==> config.mk <==
export PLATFORM = sky130hd
export DESIGN_NAME = qpair_doorbell_ctl
export DESIGN_NICKNAME = d
export VERILOG_FILES = /design/src/rtl/qpair_doorbell_ctl.sv
export SDC_FILE = /design/constraint.sdc
export NUM_CORES = 1
export LEC_CHECK = 0
export CORE_ASPECT_RATIO = 1.25
export CORE_UTILIZATION = 45
export CTS_CLUSTER_SIZE = 24
export DETAILED_ROUTE_END_ITERATION = 8
export PLACE_DENSITY = 0.75
export SETUP_SLACK_MARGIN = 0.4
export SYNTH_ARGS = -nofsm -noshare
export SYNTH_HDL_FRONTEND = slang
export SYNTH_SLANG_ARGS = --single-unit
==> constraint.sdc <==
create_clock -name clk -period 15.2 [get_ports clk]
set_input_delay 2.28 -clock clk [delete_from_list [all_inputs] [get_ports clk]]
set_output_delay 2.28 -clock clk [all_outputs]
set_load 0.02 [all_outputs]
==> src/rtl/qpair_doorbell_ctl.sv <==
module qpair_doorbell_ctl #(
  parameter int NUM_SQ = 4,
  parameter int NUM_CQ = 2,
  parameter int IDX_W  = 8,
  parameter int ADDR_W = 48,
  parameter int CID_W  = 16,
  localparam int SQ_W  = NUM_SQ > 1 ? $clog2(NUM_SQ) : 1,
  localparam int CQ_W  = NUM_CQ > 1 ? $clog2(NUM_CQ) : 1
) (
  input  logic              clk,
  input  logic              rst_n,
  input  logic              cfg_we,
  input  logic              cfg_cq,
  input  logic [SQ_W-1:0]   cfg_qid,
  input  logic [ADDR_W-1:0] cfg_base,
  input  logic [IDX_W-1:0]  cfg_last,
  input  logic [CQ_W-1:0]   cfg_cqid,
  input  logic              db_we,
  input  logic              db_cq,
  input  logic [SQ_W-1:0]   db_qid,
  input  logic [IDX_W-1:0]  db_val,
  output logic              db_err,
  output logic [NUM_SQ-1:0] sq_busy,
  output logic              fet_req,
  output logic [SQ_W-1:0]   fet_qid,
  output logic [ADDR_W-1:0] fet_addr,
  input  logic              fet_gnt,
  input  logic              cpl_valid,
  input  logic [SQ_W-1:0]   cpl_sqid,
  input  logic [CID_W-1:0]  cpl_cid,
  output logic              cpl_ready,
  output logic              wr_req,
  output logic [ADDR_W-1:0] wr_addr,
  output logic              wr_phase,
  output logic [CID_W-1:0]  wr_cid,
  output logic [SQ_W-1:0]   wr_sqid,
  input  logic              wr_gnt
);

  logic [ADDR_W-1:0] sq_base [NUM_SQ];
  logic [IDX_W-1:0]  sq_last [NUM_SQ];
  logic [IDX_W-1:0]  sq_head [NUM_SQ];
  logic [IDX_W-1:0]  sq_tail [NUM_SQ];
  logic [CQ_W-1:0]   sq_cq   [NUM_SQ];
  logic [ADDR_W-1:0] cq_base [NUM_CQ];
  logic [IDX_W-1:0]  cq_last [NUM_CQ];
  logic [IDX_W-1:0]  cq_head [NUM_CQ];
  logic [IDX_W-1:0]  cq_tail [NUM_CQ];
  logic [NUM_CQ-1:0] cq_ph;

  logic [NUM_SQ-1:0] sq_dbok;
  logic [NUM_CQ-1:0] cq_dbok;

  always_comb begin
    for (int i = 0; i < NUM_SQ; i++)
      sq_dbok[i] = db_we && !db_cq && db_qid == SQ_W'(i) && db_val <= sq_last[i];
    for (int j = 0; j < NUM_CQ; j++)
      cq_dbok[j] = db_we && db_cq && db_qid == SQ_W'(j) && db_val <= cq_last[j];
  end

  always_ff @(posedge clk)
    if (!rst_n) db_err <= 1'b0;
    else        db_err <= db_we && !(|sq_dbok) && !(|cq_dbok);

  always_comb begin
    fet_req = 1'b0;
    fet_qid = '0;
    for (int i = NUM_SQ - 1; i >= 0; i--) begin
      sq_busy[i] = sq_head[i] != sq_tail[i];
      if (sq_busy[i]) begin
        fet_req = 1'b1;
        fet_qid = SQ_W'(i);
      end
    end
  end

  assign fet_addr = sq_base[fet_qid] + ADDR_W'({sq_head[fet_qid], 6'b0});

  logic [CQ_W-1:0]  pcq;
  logic [IDX_W-1:0] ct, nt;
  logic             cq_full;

  assign pcq       = sq_cq[cpl_sqid];
  assign ct        = cq_tail[pcq];
  assign nt        = (ct == cq_last[pcq]) ? '0 : ct + 1'b1;
  assign cq_full   = nt == cq_head[pcq];
  assign wr_req    = cpl_valid && !cq_full;
  assign wr_addr   = cq_base[pcq] + ADDR_W'({ct, 4'b0});
  assign wr_phase  = cq_ph[pcq];
  assign wr_cid    = cpl_cid;
  assign wr_sqid   = cpl_sqid;
  assign cpl_ready = wr_req && wr_gnt;

  always_ff @(posedge clk) begin
    for (int i = 0; i < NUM_SQ; i++) begin
      if (!rst_n) begin
        sq_base[i] <= '0;
        sq_last[i] <= '0;
        sq_head[i] <= '0;
        sq_tail[i] <= '0;
        sq_cq[i]   <= '0;
      end else if (cfg_we && !cfg_cq && cfg_qid == SQ_W'(i)) begin
        sq_base[i] <= cfg_base;
        sq_last[i] <= cfg_last;
        sq_head[i] <= '0;
        sq_tail[i] <= '0;
        sq_cq[i]   <= cfg_cqid;
      end else begin
        if (sq_dbok[i]) sq_tail[i] <= db_val;
        if (fet_req && fet_gnt && fet_qid == SQ_W'(i))
          sq_head[i] <= (sq_head[i] == sq_last[i]) ? '0 : sq_head[i] + 1'b1;
      end
    end
  end

  always_ff @(posedge clk) begin
    for (int j = 0; j < NUM_CQ; j++) begin
      if (!rst_n) begin
        cq_base[j] <= '0;
        cq_last[j] <= '0;
        cq_head[j] <= '0;
        cq_tail[j] <= '0;
        cq_ph[j]   <= 1'b1;
      end else if (cfg_we && cfg_cq && cfg_qid == SQ_W'(j)) begin
        cq_base[j] <= cfg_base;
        cq_last[j] <= cfg_last;
        cq_head[j] <= '0;
        cq_tail[j] <= '0;
        cq_ph[j]   <= 1'b1;
      end else begin
        if (cq_dbok[j]) cq_head[j] <= db_val;
        if (cpl_ready && pcq == CQ_W'(j)) begin
          cq_tail[j] <= nt;
          if (ct == cq_last[j]) cq_ph[j] <= ~cq_ph[j];
        end
      end
    end
  end

endmodule

==> metrics.txt <==
status=complete, no violations; Placer Congestion=0.922; WHS=532 ps; nets@finish=2490; Max VDD drop=96.9 µV; Resize count post-CTS=0; initial antenna violation count=8; Static Leak=0.0104 µW; Final setup viols=0; post-route ant nets=0; CTS root buf=clkbuf_16; sequential cell area fraction in the yosys report=53.4%; Slew Limit Fails=0; I/O Pins=221; PortBufs=188; Die Wd=211 µm; Synth Cell Area=24600 µm²; asr flop ratio synth=0%; post-layout minimum cycle time=10040 ps; clock buffer count from CTS=44; Tcrit/Tclk final=66.0%; Area growth syn-to-layout=15.8%; Post-Route Skew=18.9 ps; Synth Net Count=2360; Fin Setup TNS=0 ps; Worst-Skew Late Latency=570 ps; synth cell count leaders=edfxtp_1, and2_1, nand2_1; Clock Sink Count=439; H-tree Lvls=2; CP Capture Type=primary output; startpoint types=flop; vias in the first global route=17700; Post-synth EDFFs=435; first-pass GRT wire length=107 mm; Avg Cell Area, Syn=11.2 µm²; Core Box Area=53800 µm²; Worst Max-Slew Pin Slew=1180 ps; vias post-DR=17900; Hold Buf Count CTS=0; Pwr per Cell Area=110 nW/µm²; fin cells=3086; top post-synthesis cells by area=edfxtp_1, and2_1, xor2_1; Core Rows=95; Max Fclk=99.6 MHz; CP Class=reg2out; total of max-cap violations=0; drt first pass iters=6; dpl cells=3004; Fin. Hold Viols=0; Yosys warning total=0; Worst EP required=12920 ps; fin util=52.9%; post-synth top area cell=edfxtp_1; overall routed net length=72.2 mm; TritonCTS clock tree=built; Total GRT Usage=25.6%; RSZ-0062 raised after global routing=false; Setup Fix Bufs, Post-CTS=0; Rel. slew slack=20.7%; layout cells sized above 1=6.92%; DR DRC count=0; vias per cell=5.81; die area=55600 µm²; Yosys reg bits=439; Mapped Cells=2193; distinct cell type count after synthesis=85; CP max FO=16; DPL Wire Length=49.4 mm; total gr overflow=0; Worst-path clk slew=60 ps; dominant synthesized flop cell=edfxtp_1; largest net degree at the start of global routing=78; maximum clock insertion buffer count=3; Synth top area share=53.1%; most frequent cell after synthesis=edfxtp_1; worst hold path type=reg2reg; arrival time worst endpoint=7760 ps; Iter 0 DRT Violations=1591; Initial Util=45.7%; Avg WL per Cell=23.4 µm; Die Height=263 µm
[placed cells by master, fill, tap and decap left out, types with 15 or more instances in the layout]
cell and count:
nand4_1 25, or3_1 16, xor2_1 100, nor4_1 19
mux2i_1 46, ha_1 69, nand2_1 156, clkbuf_16 45
a21o_1 15, nand3_1 71, edfxtp_1 435, o21a_1 17
nor3_1 46, nor2_1 132, o22ai_1 20, and2_1 387
a21oi_1 56, clkdlybuf4s50_1 188, buf_4 25, xnor2_1 92
inv_1 73, o221ai_1 26, and3_1 17, o21ai_0 30
[metrics by stage]
stage	area, µm²	setup WS (ps)	total power [µW]
6_report	28500	5160	3130
5_1_grt	28500	4780	3210
4_1_cts	28500	5270	3130
3_5_place_dp	27000	5320	2030
3_3_place_gp	27000	5360	2020
2_1_floorplan	24600	5970	1800
[worst max-delay path, stage by stage, from the launching register on]
cell	delay [ps]
edfxtp_1	520
xnor2_1	290
and4_1	280
nand4_1	770
nor2_1	1220
a222oi_1	340
nand2_1	210
ha_1	220
o21a_1	140
o31ai_1	110
a21oi_1	180
o2111ai_1	260
nor3_1	550
nand4_1	730
nor4_2	450
xor2_1	260
clkdlybuf4s50_1	650
[cell families (layout without fill, tap and decap cells)]
family | count (synthesis) | after routing | share of synthesized area (%)
AOI/OAI and AO/OA | 272 | 272 | 8.06
xor gates and xnor gates | 197 | 197 | 7.19
adders and majority gates | 71 | 71 | 3.67
buffers and inverters | 208 | 372 | 3.82
DFF | 439 | 439 | 53.4
muxes | 54 | 54 | 2.28
other | 0 | 2 | 0
and+or+nand+nor | 952 | 952 | 21.5
[routing by layer]
metal	GRT usage [%]	part of all wire (%)	wire (µm)
met4	13.8	5.3	3860
met5	0	0.12	87
met1	30.3	36	26300
met2	44.9	51	36500
met3	3.27	7.5	5430
[layout make-up]
| class | instances | area [µm²] |
|---|---|---|
| Fill cell | 4527 | 25400 |
| Tap cell | 727 | 910 |
| Sequential cell | 439 | 13100 |
| Timing Repair Buffer | 213 | 2070 |
| Clock buffer | 52 | 1180 |
| Antenna cell | 2 | 5.00 |
| Multi-Input combinational cell | 1546 | 10600 |
| Clock inverter | 28 | 288 |
| Inverter | 79 | 297 |
[final timing paths]
check,start,endpoint,slack [ps],cells past startpoint
worst max-delay path,sq_head[1][6]$_SDFFCE_PP0P_,fet_addr[47],5160,16
worst min-delay path,cq_ph[1]$_SDFFE_PP1P_,cq_ph[1]$_SDFFE_PP1P_,530,2
worst max register to register,sq_cq[3]$_DFFE_PP_,cq_tail[1][4]$_SDFFCE_PN0P_,10930,11
worst min register to register,cq_ph[1]$_SDFFE_PP1P_,cq_ph[1]$_SDFFE_PP1P_,530,2
[state kept, by name (all words and copies together) (netlist names), 16 cells and up]
| register | count |
|---|---|
| cq_base | 96 |
| cq_head | 16 |
| sq_base | 192 |
| sq_tail | 32 |
| cq_tail | 16 |
| cq_last | 16 |
| sq_last | 32 |
| sq_head | 32 |
[power by group]
group	internal, µW	switching (µW)	total, µW
Sequential	1410	56.1	1470
Combinational	218	323	540
Clock	644	473	1120
Total	2280	852	3130
Power figures use the tool's default switching activity.
